**config.mk**
```make
export PLATFORM = sky130hd
export DESIGN_NAME = dport_burst_master
export DESIGN_NICKNAME = d
export VERILOG_FILES = /design/src/rtl/dport_pkg.sv /design/src/rtl/dport_watchdog.sv /design/src/rtl/dport_addr_step.sv /design/src/rtl/dport_burst_master.sv
export SDC_FILE = /design/constraint.sdc
export NUM_CORES = 1
export LEC_CHECK = 0
export ABC_AREA = 1
export BUFFER_PORTS_ARGS = -buffer_cell sky130_fd_sc_hd__buf_2
export CAP_MARGIN = 10
export CORE_MARGIN = 3
export CORE_UTILIZATION = 50
export CTS_CLUSTER_SIZE = 12
export DETAILED_ROUTE_END_ITERATION = 6
export PLACE_DENSITY = 0.87
export REMOVE_ABC_BUFFERS = 1
export SLEW_MARGIN = 10
export SYNTH_ARGS = -nofsm -noshare
export SYNTH_HDL_FRONTEND = slang
export SYNTH_SLANG_ARGS = --single-unit
```
**constraint.sdc**
```tcl
create_clock -name clk -period 2 [get_ports clk]
set_input_delay 0.6 -clock clk [delete_from_list [all_inputs] [get_ports clk]]
set_output_delay 0.6 -clock clk [all_outputs]
set_load 0.02 [all_outputs]
```
**src/rtl/dport_pkg.sv**
```systemverilog
package dport_pkg;
  typedef enum logic [1:0] {
    XS_DONE    = 2'd0,
    XS_NOMORE  = 2'd1,
    XS_UNKNOWN = 2'd2,
    XS_TIMEOUT = 2'd3
  } xfer_status_e;
endpackage

```
**src/rtl/dport_watchdog.sv**
```systemverilog
module dport_watchdog #(
  parameter int LIMIT = 32
) (
  input  logic clk,
  input  logic rst,
  input  logic clear,
  input  logic run,
  output logic expired
);
  localparam int TW = (LIMIT > 2) ? $clog2(LIMIT) : 1;
  localparam logic [TW-1:0] LAST = TW'(LIMIT - 1);

  logic [TW-1:0] cnt_q;

  // expired is high during the cycle whose closing edge is the LIMIT-th sample edge
  assign expired = run && (cnt_q == LAST);

  always_ff @(posedge clk) begin
    if (rst || clear) cnt_q <= '0;
    else if (run && !expired) cnt_q <= cnt_q + 1'b1;
  end
endmodule

```
**src/rtl/dport_addr_step.sv**
```systemverilog
module dport_addr_step #(
  parameter int AW = 16,
  parameter int CW = 15
) (
  input  logic          clk,
  input  logic          rst,
  input  logic          load,
  input  logic [AW-1:0] base,
  input  logic [CW-1:0] count,
  input  logic          inc_mode,
  input  logic          advance,
  output logic [AW-1:0] addr,
  output logic          last
);
  logic [CW-1:0] rem_q;
  logic          inc_q;

  assign last = (rem_q == CW'(1));

  always_ff @(posedge clk) begin
    if (rst) begin
      addr  <= '0;
      rem_q <= '0;
      inc_q <= 1'b0;
    end else if (load) begin
      addr  <= base;
      rem_q <= count;
      inc_q <= inc_mode;
    end else if (advance) begin
      rem_q <= rem_q - 1'b1;
      if (inc_q) addr <= addr + 1'b1;
    end
  end
endmodule

```
**src/rtl/dport_burst_master.sv**
```systemverilog
module dport_burst_master
  import dport_pkg::*;
#(
  parameter int AW      = 16,
  parameter int DW      = 32,
  parameter int LW      = 16,
  parameter int TIMEOUT = 32
) (
  input  logic          clk,
  input  logic          rst,
  input  logic          req_valid,
  output logic          req_ready,
  input  logic          req_write,
  input  logic [AW-1:0] req_addr,
  input  logic [LW-1:0] req_len,
  input  logic [DW-1:0] req_wdata,
  output logic [AW-1:0] bus_addr,
  output logic          bus_rd,
  output logic          bus_wr,
  output logic [DW-1:0] bus_wdata,
  input  logic [DW-1:0] bus_rdata,
  input  logic          bus_dready,
  input  logic          bus_wack,
  input  logic          bus_nomore,
  input  logic          bus_unknown,
  output logic          bus_timeout,
  output logic          word_valid,
  output logic [1:0]    word_status,
  output logic [DW-1:0] word_rdata,
  output logic          done,
  output logic [1:0]    done_status,
  output logic [LW-2:0] done_count
);
  localparam int CW = LW - 1;

  typedef enum logic [1:0] {M_IDLE, M_WAIT, M_GAP} mstate_e;

  mstate_e       state_q;
  logic          is_wr_q;
  logic [CW-1:0] ok_cnt_q;
  logic          accept, zero_len, load, advance, last, expired;
  logic          hit_ok;
  logic          strobe_now;

  assign req_ready  = (state_q == M_IDLE);
  assign accept     = req_ready && req_valid;
  assign zero_len   = (req_len[CW-1:0] == '0);
  assign load       = accept && !zero_len;
  assign hit_ok     = is_wr_q ? bus_wack : bus_dready;
  assign advance    = (state_q == M_WAIT) && hit_ok;
  assign strobe_now = load || (state_q == M_GAP);
  assign done_count = ok_cnt_q;

  dport_addr_step #(.AW(AW), .CW(CW)) u_addr (
    .clk(clk), .rst(rst), .load(load), .base(req_addr),
    .count(req_len[CW-1:0]), .inc_mode(req_len[LW-1]),
    .advance(advance), .addr(bus_addr), .last(last)
  );

  dport_watchdog #(.LIMIT(TIMEOUT)) u_wdog (
    .clk(clk), .rst(rst), .clear(strobe_now),
    .run(state_q == M_WAIT), .expired(expired)
  );

  always_ff @(posedge clk) begin
    if (rst) begin
      state_q     <= M_IDLE;
      is_wr_q     <= 1'b0;
      ok_cnt_q    <= '0;
      bus_rd      <= 1'b0;
      bus_wr      <= 1'b0;
      bus_wdata   <= '0;
      bus_timeout <= 1'b0;
      word_valid  <= 1'b0;
      word_status <= XS_DONE;
      word_rdata  <= '0;
      done        <= 1'b0;
      done_status <= XS_DONE;
    end else begin
      bus_rd      <= 1'b0;
      bus_wr      <= 1'b0;
      bus_timeout <= 1'b0;
      word_valid  <= 1'b0;
      done        <= 1'b0;
      if (strobe_now) begin
        bus_rd    <= accept ? !req_write : !is_wr_q;
        bus_wr    <= accept ? req_write : is_wr_q;
        bus_wdata <= req_wdata;
      end
      unique case (state_q)
        M_IDLE: if (accept) begin
          is_wr_q  <= req_write;
          ok_cnt_q <= '0;
          if (zero_len) begin
            done        <= 1'b1;
            done_status <= XS_DONE;
          end else begin
            state_q <= M_WAIT;
          end
        end
        M_WAIT: begin
          if (hit_ok) begin
            word_valid  <= 1'b1;
            word_status <= XS_DONE;
            word_rdata  <= bus_rdata;
            ok_cnt_q    <= ok_cnt_q + 1'b1;
            if (last) begin
              done        <= 1'b1;
              done_status <= XS_DONE;
              state_q     <= M_IDLE;
            end else begin
              state_q <= M_GAP;
            end
          end else if (bus_nomore || bus_unknown || expired) begin
            word_valid  <= 1'b1;
            done        <= 1'b1;
            state_q     <= M_IDLE;
            bus_timeout <= !bus_nomore && !bus_unknown;
            word_status <= bus_nomore ? XS_NOMORE : (bus_unknown ? XS_UNKNOWN : XS_TIMEOUT);
            done_status <= bus_nomore ? XS_NOMORE : (bus_unknown ? XS_UNKNOWN : XS_TIMEOUT);
          end
        end
        M_GAP: state_q <= M_WAIT;
        default: state_q <= M_IDLE;
      endcase
    end
  end
endmodule

```
==> impl_metrics.yaml <==
synthesis:
  synth.lib_cells_used.distinct: 36
  synth-seq-cells: 128
  syn_avg_cell_area_sq_um: 6.913
  yosysWarningCount: 0
  synth_sequential_area_ratio: 0.4382
  synthesis.instances: 846
  synthesis.area_sq_um: 5848
finish:
  number_of_nets_in_the_layout: 1167
  area.growth.synth_to_final_pct: 31.13
  n_fill_cell: 942
  multi_input_logic_area_sq_um: 2875
  layout_cell_share_with_drive_strength_beyond_1: 0.2654
  register_area_sq_um: 2562
  diodes: 0
place:
  globalplace.congestion: 0.9492
  dp_hpwl_microns: 12130
  post_placement_setup_slack_ps: -29.40
  placement.io_buffers: 208
worst_setup_path:
  criticalPathCategory: "register to output port"
  critical_path_peak_fanout: 3
  rrSetupSlack_ps: 160
  worst_setup_path_end_kind: "output port"
  worstPathRequired_ps: 1400
  cp.arrival_ps: 1300
  crit_path_start_kind: "register"
detailed_routing:
  drc: 0
  total_iterations_of_the_first_detailed_routing_run: 6
  ant_nets: 0
  post_drt_wl_per_cell_microns: 13.51
  via_per_inst: 5.167
  drt-initial-drc-count: 480
  vias: 6252
  route.final.wire_length_microns: 16350
global_route:
  largest_net_degree_at_the_start_of_global_routing: 46
  grt_usage: 0.2467
  grt_pass1_vias: 5806
  grt_overflow: 0
  initial_antenna_violation_count: 0
  first_pass_grt_wire_length_microns: 26220
pwr:
  p_leak_nw: 3.786
  power_per_cell_area_nw_per_um2: 919.0
  power_mw: 7.048
  peakVddDrop_mv: 0.9006
timing:
  final_setup_slack_of_the_worst_path_ps: 104.2
  max_slew.worst_pin.slew_ps: 492.5
  setup_tns_ps: 0
  rsz0062_at_grt: "false"
  maxSlewViolCount: 0
  final_hold_violation_count: 0
  final.period_utilization: 0.9479
  timing.clock.skew_ps: 7.678
  holdWs_ps: 415.8
  slew_headroom: 0.6691
  final_period_minus_worst_setup_slack_ps: 1896
  timing.fmax_mhz: 527.5
  report.final.setup_viol: 0
cts:
  cts_hold_buf: 0
  clockBufferDepth: 2
  clock_sink_count: 128
  clk_latency_ps: 410
  cts.reportedPaths.clkPinSlew_ps: 60
  tritoncts: "done"
  cts-buffers-inserted: 17
  htree_num_levels: 4
  ctsResizeCount: 0
  cts_root_buf: "sky130_fd_sc_hd__clkbuf_16"
  post-cts-setup-buffers: 0
floorplan:
  initial_utilization: 0.5256
  die_w_microns: 114.2
  core_sq_um: 11130
  floorplan.die_area_sq_um: 13030
  design.portCount: 209
  die-height_microns: 114.2
  core.rowCount: 38
job:
  cap_viol_max_count: 0
status:
  result_of_the_run: "complete, no violations"
min_path:
  holdCritPathClass: "input pin to register"
-- layer usage --
metal  part of all wire  global-route usage  vias to the layer above
met5                  0                   0                        -
met4              0.018             0.07918                        0
met3               0.10             0.08034                       24
met2               0.46              0.4122                      290
met1               0.42              0.3017                     2796
li1                   -                   -                     3142
-- final cells by class --
type,instances,share of cell area
multi-input cells,626,0.3749
inverters,56,0.02839
clock inverters,13,0.01681
clock buffers,19,0.05776
well taps,140,0.02284
repair buffers,228,0.1651
flip-flops and latches,128,0.3341
-- cells in the mapped netlist --
master,count,area share
sky130_fd_sc_hd__a21oi_1,32,0.027
sky130_fd_sc_hd__a31oi_1,3,0.0032
sky130_fd_sc_hd__buf_1,3,0.0019
sky130_fd_sc_hd__buf_2,10,0.0086
sky130_fd_sc_hd__buf_4,6,0.0077
sky130_fd_sc_hd__buf_6,3,0.0058
sky130_fd_sc_hd__clkbuf_1,14,0.0090
sky130_fd_sc_hd__clkinv_4,1,0.0015
sky130_fd_sc_hd__dfxtp_1,128,0.44
sky130_fd_sc_hd__ha_1,6,0.013
sky130_fd_sc_hd__inv_1,48,0.031
sky130_fd_sc_hd__inv_2,6,0.0039
sky130_fd_sc_hd__inv_4,1,0.0011
sky130_fd_sc_hd__nand2_1,212,0.14
sky130_fd_sc_hd__nand2_2,2,0.0021
sky130_fd_sc_hd__nand2_4,4,0.0077
sky130_fd_sc_hd__nand3_1,90,0.077
sky130_fd_sc_hd__nand3_2,1,0.0017
sky130_fd_sc_hd__nand3b_1,4,0.0051
sky130_fd_sc_hd__nand4_1,12,0.013
sky130_fd_sc_hd__nor2_1,164,0.11
sky130_fd_sc_hd__nor2_2,3,0.0032
sky130_fd_sc_hd__nor2_4,1,0.0019
sky130_fd_sc_hd__nor3_1,4,0.0034
sky130_fd_sc_hd__nor3b_1,1,0.0013
sky130_fd_sc_hd__o211ai_1,2,0.0026
sky130_fd_sc_hd__o21a_1,1,0.0013
sky130_fd_sc_hd__o21ai_0,60,0.051
sky130_fd_sc_hd__o21ai_4,2,0.0056
sky130_fd_sc_hd__o21bai_1,2,0.0026
sky130_fd_sc_hd__o31ai_1,1,0.0013
sky130_fd_sc_hd__or2_1,1,0.0011
sky130_fd_sc_hd__or2_2,4,0.0043
sky130_fd_sc_hd__or3_1,1,0.0011
sky130_fd_sc_hd__xnor2_1,4,0.0060
sky130_fd_sc_hd__xor2_1,9,0.013
-- final timing paths --
| check | from | endpoint | cells after the start |
|---|---|---|---|
| worst max-delay path | state_q[0] | req_ready | 2 |
| worst min-delay path | req_wdata[22] | bus_wdata[22] | 3 |
| worst max register to register | state_q[0] | u_addr.addr[5] | 8 |
| worst min register to register | bus_wdata[29] | bus_wdata[29] | 2 |
-- worst max-delay path: stages (launching register included) --
cell and delay [ps]:
sky130_fd_sc_hd__dfxtp_1 360, sky130_fd_sc_hd__nor2_2 300, sky130_fd_sc_hd__buf_2 230
-- kinds of logic (layout without fill, tap and decap cells) --
kind of cell    Yosys count  after routing  share of synthesized area
compound gates          103            103                    0.09521
buf+inv                  92            316                    0.07017
simple gates            504            504                     0.3641
fa+ha+maj                 6              6                    0.01284
xor+xnor                 13             13                    0.01947
flops                   128            128                     0.4382
-- report_power, final --
part           switching, mW  internal, mW
combinational          0.786         0.455
clock                   1.18          1.76
sequential             0.135          2.73
-- through the flow --
stage	cell area (sq um)	utilization	instances
after floorplan	5655	-	810
after global placement	7097	0.6379	1178
after detailed placement	7097	0.6379	1178
after CTS	7669	0.6893	1210
after global routing	7669	0.6893	1210
final	7669	0.6893	1210
-- placed cells by master, fill, tap and decap left out, types with 3 or more instances in the layout --
master / instances
sky130_fd_sc_hd__inv_2: 6
sky130_fd_sc_hd__a31oi_1: 3
sky130_fd_sc_hd__or2_2: 4
sky130_fd_sc_hd__nand2_4: 4
sky130_fd_sc_hd__nand2_1: 212
sky130_fd_sc_hd__inv_1: 48
sky130_fd_sc_hd__xnor2_1: 4
sky130_fd_sc_hd__nand4_1: 12
sky130_fd_sc_hd__nor3_1: 4
sky130_fd_sc_hd__buf_4: 14
sky130_fd_sc_hd__nand3b_1: 4
sky130_fd_sc_hd__a21oi_1: 32
sky130_fd_sc_hd__buf_12: 6
sky130_fd_sc_hd__nor2_1: 164
sky130_fd_sc_hd__dfxtp_1: 128
sky130_fd_sc_hd__xor2_1: 9
sky130_fd_sc_hd__clkbuf_16: 17
sky130_fd_sc_hd__ha_1: 6
sky130_fd_sc_hd__buf_2: 208
sky130_fd_sc_hd__nand3_1: 90
sky130_fd_sc_hd__nor2_2: 3
sky130_fd_sc_hd__o21ai_0: 60
sky130_fd_sc_hd__inv_6: 4
sky130_fd_sc_hd__clkinv_4: 6
-- state kept, by name, indices dropped and copies added (netlist names), 2 cells and up --
register and count:
done_status 2, u_addr.rem_q 15, word_rdata 32, word_status 2, done_count 15, u_addr.addr 16
state_q 2, bus_wdata 32, u_wdog.cnt_q 5
(Power assumes the default switching activity.)
